**config.mk**
```make
export PLATFORM = sky130hd
export DESIGN_NAME = rtc_regbank
export DESIGN_NICKNAME = d
export VERILOG_FILES = /design/src/rtl/rtc_pkg.sv /design/src/rtl/rtc_time_counter.sv /design/src/rtl/rtc_view_regs.sv /design/src/rtl/rtc_regbank.sv
export SDC_FILE = /design/constraint.sdc
export NUM_CORES = 1
export LEC_CHECK = 0
export BUFFER_PORTS_ARGS = -buffer_cell sky130_fd_sc_hd__buf_4
export CORE_ASPECT_RATIO = 0.8
export CORE_UTILIZATION = 57
export DETAILED_ROUTE_END_ITERATION = 7
export PLACE_DENSITY_LB_ADDON = 0.12
export SYNTH_ARGS = -nofsm -noshare
export SYNTH_HDL_FRONTEND = slang
export SYNTH_HIERARCHICAL = 1
export SYNTH_SLANG_ARGS = --single-unit
```
**constraint.sdc**
```tcl
create_clock -name clk -period 2.6 [get_ports clk]
set_input_delay 0.13 -clock clk [delete_from_list [all_inputs] [get_ports clk]]
set_output_delay 0.13 -clock clk [all_outputs]
set_load 0.03 [all_outputs]
```
**src/rtl/rtc_pkg.sv**
```systemverilog
package rtc_pkg;

    localparam int BYTE_W = 8;

    typedef struct packed {
        logic [BYTE_W-1:0] sec;
        logic [BYTE_W-1:0] min;
        logic [BYTE_W-1:0] hour;
        logic [BYTE_W-1:0] dow;
        logic [BYTE_W-1:0] date;
        logic [BYTE_W-1:0] mon;
        logic [BYTE_W-1:0] year;
    } rtc_time_t;

    localparam rtc_time_t TIME_RST = '{
        sec: 8'h00, min: 8'h00, hour: 8'h00, dow: 8'h01,
        date: 8'h01, mon: 8'h01, year: 8'h00
    };

    // add one to a two-digit BCD value (caller handles the top wrap)
    function automatic logic [7:0] bcd_inc(input logic [7:0] b);
        if (b[3:0] >= 4'd9) begin
            return {b[7:4] + 4'd1, 4'd0};
        end
        return {b[7:4], b[3:0] + 4'd1};
    endfunction

    // two-digit BCD year divisible by four
    function automatic logic bcd_leap(input logic [7:0] y);
        if (y[4]) begin
            return (y[3:0] == 4'd2) || (y[3:0] == 4'd6);
        end
        return (y[3:0] == 4'd0) || (y[3:0] == 4'd4) || (y[3:0] == 4'd8);
    endfunction

    function automatic logic [7:0] month_end(input logic [7:0] m, input logic [7:0] y);
        case (m)
            8'h02:                      return bcd_leap(y) ? 8'h29 : 8'h28;
            8'h04, 8'h06, 8'h09, 8'h11: return 8'h30;
            default:                    return 8'h31;
        endcase
    endfunction

    function automatic rtc_time_t time_step(input rtc_time_t t);
        rtc_time_t n;
        n = t;
        if (t.sec != 8'h59) begin
            n.sec = bcd_inc(t.sec);
        end else begin
            n.sec = 8'h00;
            if (t.min != 8'h59) begin
                n.min = bcd_inc(t.min);
            end else begin
                n.min = 8'h00;
                if (t.hour != 8'h23) begin
                    n.hour = bcd_inc(t.hour);
                end else begin
                    n.hour = 8'h00;
                    n.dow  = (t.dow == 8'h07) ? 8'h01 : bcd_inc(t.dow);
                    if (t.date != month_end(t.mon, t.year)) begin
                        n.date = bcd_inc(t.date);
                    end else begin
                        n.date = 8'h01;
                        if (t.mon != 8'h12) begin
                            n.mon = bcd_inc(t.mon);
                        end else begin
                            n.mon  = 8'h01;
                            n.year = (t.year == 8'h99) ? 8'h00 : bcd_inc(t.year);
                        end
                    end
                end
            end
        end
        return n;
    endfunction

endpackage

```
**src/rtl/rtc_time_counter.sv**
```systemverilog
module rtc_time_counter
    import rtc_pkg::*;
(
    input  logic      clk,
    input  logic      rst_n,
    input  logic      tick_i,
    input  logic      halt_i,
    input  logic      load_i,
    input  rtc_time_t load_val_i,
    output rtc_time_t time_o,
    output logic      upd_o
);

    typedef struct packed {
        rtc_time_t t;
        logic      upd;
    } cnt_state_t;

    cnt_state_t st_d, st_q;

    always_comb begin
        st_d     = st_q;
        st_d.upd = tick_i;
        if (load_i) begin
            st_d.t = load_val_i;
        end else if (tick_i && !halt_i) begin
            st_d.t = time_step(st_q.t);
        end
    end

    always_ff @(posedge clk) begin
        if (!rst_n) begin
            st_q.t   <= TIME_RST;
            st_q.upd <= 1'b0;
        end else begin
            st_q <= st_d;
        end
    end

    assign time_o = st_q.t;
    assign upd_o  = st_q.upd;

endmodule

```
**src/rtl/rtc_view_regs.sv**
```systemverilog
module rtc_view_regs
    import rtc_pkg::*;
#(
    parameter int ADDR_W = 11
) (
    input  logic              clk,
    input  logic              rst_n,
    input  logic [ADDR_W-1:0] addr_i,
    input  logic [BYTE_W-1:0] wdata_i,
    input  logic              rd_i,
    input  logic              wr_i,
    input  logic              test_i,
    input  logic              upd_i,
    input  rtc_time_t         cnt_i,
    output logic [BYTE_W-1:0] rdata_o,
    output logic              halt_o,
    output logic              load_o,
    output rtc_time_t         load_val_o,
    output rtc_time_t         vis_o,
    output logic              frozen_o
);

    localparam int SEL_W = 3;

    typedef struct packed {
        rtc_time_t         vis;
        logic              hold_set;
        logic              hold_rd;
        logic              halt;
        logic              ftest;
        logic [BYTE_W-1:0] rdata;
    } view_state_t;

    view_state_t st_d, st_q;

    logic             in_win;
    logic [SEL_W-1:0] sel;
    logic [BYTE_W-1:0] rd_val;

    assign in_win = &addr_i[ADDR_W-1:SEL_W];
    assign sel    = addr_i[SEL_W-1:0];

    always_comb begin
        case (sel)
            3'd0:    rd_val = {st_q.hold_set, st_q.hold_rd, 6'b0};
            3'd1:    rd_val = {st_q.halt, st_q.vis.sec[6:1],
                               st_q.ftest ? test_i : st_q.vis.sec[0]};
            3'd2:    rd_val = st_q.vis.min;
            3'd3:    rd_val = st_q.vis.hour;
            3'd4:    rd_val = {1'b0, st_q.ftest, st_q.vis.dow[5:0]};
            3'd5:    rd_val = st_q.vis.date;
            3'd6:    rd_val = st_q.vis.mon;
            default: rd_val = st_q.vis.year;
        endcase
    end

    always_comb begin
        st_d   = st_q;
        load_o = 1'b0;
        if (upd_i && !st_q.hold_rd && !st_q.hold_set) begin
            st_d.vis = cnt_i;
        end
        if (wr_i && in_win) begin
            case (sel)
                3'd0: begin
                    st_d.hold_set = wdata_i[7];
                    st_d.hold_rd  = wdata_i[6];
                    load_o        = st_q.hold_set && !wdata_i[7];
                end
                3'd1: begin
                    st_d.halt    = wdata_i[7];
                    st_d.vis.sec = {1'b0, wdata_i[6:0]};
                end
                3'd2: st_d.vis.min  = {1'b0, wdata_i[6:0]};
                3'd3: st_d.vis.hour = {2'b0, wdata_i[5:0]};
                3'd4: begin
                    st_d.ftest   = wdata_i[6];
                    st_d.vis.dow = {5'b0, wdata_i[2:0]};
                end
                3'd5: st_d.vis.date = {2'b0, wdata_i[5:0]};
                3'd6: st_d.vis.mon  = {3'b0, wdata_i[4:0]};
                default: st_d.vis.year = wdata_i;
            endcase
        end
        if (rd_i) begin
            st_d.rdata = in_win ? rd_val : '0;
        end
    end

    always_ff @(posedge clk) begin
        if (!rst_n) begin
            st_q.vis      <= TIME_RST;
            st_q.hold_set <= 1'b0;
            st_q.hold_rd  <= 1'b0;
            st_q.halt     <= 1'b1;
            st_q.ftest    <= 1'b0;
            st_q.rdata    <= '0;
        end else begin
            st_q <= st_d;
        end
    end

    assign rdata_o    = st_q.rdata;
    assign halt_o     = st_q.halt;
    assign load_val_o = st_q.vis;
    assign vis_o      = st_q.vis;
    assign frozen_o   = st_q.hold_rd || st_q.hold_set;

endmodule

```
**src/rtl/rtc_regbank.sv**
```systemverilog
module rtc_regbank
    import rtc_pkg::*;
#(
    parameter int ADDR_W = 11
) (
    input  logic              clk,
    input  logic              rst_n,
    input  logic [ADDR_W-1:0] bus_addr,
    input  logic [7:0]        bus_wdata,
    input  logic              bus_rd,
    input  logic              bus_wr,
    output logic [7:0]        bus_rdata,
    input  logic              tick_1hz,
    input  logic              test_512
);

    rtc_time_t cnt_time;
    rtc_time_t vis_time;
    rtc_time_t load_val;
    logic      upd;
    logic      halt;
    logic      load;
    logic      frozen;

    rtc_time_counter u_cnt (
        .clk        (clk),
        .rst_n      (rst_n),
        .tick_i     (tick_1hz),
        .halt_i     (halt),
        .load_i     (load),
        .load_val_i (load_val),
        .time_o     (cnt_time),
        .upd_o      (upd)
    );

    rtc_view_regs #(
        .ADDR_W (ADDR_W)
    ) u_view (
        .clk        (clk),
        .rst_n      (rst_n),
        .addr_i     (bus_addr),
        .wdata_i    (bus_wdata),
        .rd_i       (bus_rd),
        .wr_i       (bus_wr),
        .test_i     (test_512),
        .upd_i      (upd),
        .cnt_i      (cnt_time),
        .rdata_o    (bus_rdata),
        .halt_o     (halt),
        .load_o     (load),
        .load_val_o (load_val),
        .vis_o      (vis_time),
        .frozen_o   (frozen)
    );

endmodule

```
==> results.yml <==
drt:
  ant_nets: 0
  initialDrtViolationCount: 682
  vias_per_cell: 6.36
  wirelength_um: 23000
  vias: 7306
  drc: 0
  firstDrtPassIters: 5
  post_drt_wl_per_cell_um: 20.0
cts:
  cts.htree.levels: 4
  clkTransAtPathRegs_ns: 0.05
  clockBufferDepth: 2
  clk_latency_ns: 0.42
  cts_num_sinks: 125
  cts_buffers: 17
  post_cts_buffers: 0
  cts_tree: "yes"
  cts-root-buf: "clkbuf_16"
synthesis:
  syn_avg_cell_area_um2: 8.27
  synth_warnings: 6
  syn_area_um2: 8120
  synthCells: 981
  syn_nets: 1044
timing:
  setup_slack_ns: 0.110
  hold_viol_final: 0
  drv_slew: 0
  post-route-period-util_pct: 95.8
  finalClockSkew_ns: 0.00818
  fmax_ghz: 0.402
  period_minus_slack_ns: 2.49
  max_slew_margin_pct: 35.1
  grt_setup_unrepaired: "true"
  worst_pin_slew_ns: 0.961
  finalSetupViolCount: 0
  holdWs_ns: 0.131
setup_path:
  critPathRequiredTime_ns: 2.93
  critPathLaunchType: "register"
  cp-end-kind: "register"
  worstPathArrival_ns: 2.82
  path_class: "register to register"
  cp_max_fo: 30
cells_and_area:
  antennaDiodeCount: 0
  drive_gt1_share_pct: 17.3
  fill_cells: 1180
  area_growth_pct: 7.89
  fin_nets: 1023
  final_area_um2: 8760
die:
  initial_utilization_pct: 59.1
  core-area_um2: 13700
  dieWidth_um: 135
  die_area_um2: 14700
  die_y_um: 109
  ios: 33
  fp-row-count: 38
place:
  place_congestion: 0.931
  portBuffers: 32
  dpl.hpwl_um: 16200
  dp_slack_ns: -0.0423
  postPlaceCellArea_um2: 8130
pwr:
  p_per_area_nw_per_um2: 484
  ir_drop_mv: 0.485
  leakage_nw: 3.55
  finalPower_w: 0.00424
flow_run:
  max_cap_viol_count: 0
worst_hold_path:
  hold_class: "primary input to register"
global_route:
  grt_pass1_vias: 6716
  grt_pass1_wl_um: 36200
  grt-ovfl-total: 0
  antenna_found_initial: 0
  grtUsageTotal_pct: 32.5
  grt_max_degree: 65
outcome:
  status: "complete, no violations"
## registers in the layout (all words and copies together), names as in the netlist
register,cells
u_view/st_q,3
u_cnt/time_o,56
u_view/load_val_o,56
u_view/halt_o,1
u_view/rdata_o,8
u_cnt/upd_o,1
## repair_timing
action,in CTS,in global routing
gates resized for setup,2,8
hold endpoints to repair,10,0
hold buffers,9,0
cloned,0,0
setup endpoints to repair,5,16
pin swaps,0,2
## worst paths after layout
check / slack [ns] / depth (start not counted) / from / endpoint
hold / removal: 0.13 / 2 / rst_n / u_cnt/time_o[24]
setup / recovery: 0.11 / 8 / u_view/st_q[11] / u_cnt/time_o[45]
setup reg to reg: 0.11 / 8 / u_view/st_q[11] / u_cnt/time_o[45]
hold reg to reg: 0.46 / 2 / u_view/load_val_o[31] / u_view/load_val_o[31]
## worst max-delay path, cell delays in order (launching register included)
cell      delay, ns
dfxtp_1        0.40
or3b_2         0.50
nor3_4         0.27
buf_4          0.38
nor2_1         0.11
nor2_1         0.30
buf_4          0.19
nor2_1         0.04
a211oi_1       0.20
## layer usage
| metal | vias up | wire [um] | track usage, % | share of wire, % |
|---|---|---|---|---|
| met2 | 307 | 10400 | 50.4 | 45 |
| met5 | - | 0 | 0 | 0 |
| met3 | 39 | 1840 | 6.79 | 8.0 |
| li1 | 3425 | - | - | - |
| met4 | 0 | 420 | 12.4 | 1.8 |
| met1 | 3535 | 10300 | 44.2 | 45 |
## metrics by stage
step	utilization, %	TNS, ns	cells
6_report	63.7	0	1149
3_5_place_dp	59.1	-0.104	1112
2_1_floorplan	-	0	981
3_3_place_gp	59.1	0	1112
4_1_cts	63.4	0	1149
5_1_grt	63.7	-0.0633	1149
## layout make-up
class | instances | area (um^2) | area share (%)
timing repair buffer | 78 | 628 | 7.17
tap | 180 | 225 | 2.57
multi-input combinational | 699 | 4760 | 54.4
sequential | 125 | 2500 | 28.6
clock buffer | 25 | 475 | 5.43
clock inverter | 3 | 15.0 | 0.171
inverter | 39 | 146 | 1.67
## where the power goes
| part | leakage (nW) | internal [W] | switching (W) |
|---|---|---|---|
| Sequential | 1.01 | 0.00192 | 0.0000101 |
| Combinational | 2.30 | 0.0000899 | 0.000151 |
| Clock | 0.243 | 0.00124 | 0.000823 |
## layout by cell type (no fill, tap or decap), types with 16 or more instances in the layout
cell and n:
dfxtp_1 125, nand2_1 117, nor2_1 71, buf_4 67, nand3_1 63, o21ai_0 46, a21oi_1 44, inv_1 38
ha_1 38, o21ai_1 25, mux2_4 23, clkbuf_16 17, nor3_1 16, a211oi_1 16
(Power assumes the default switching activity.)
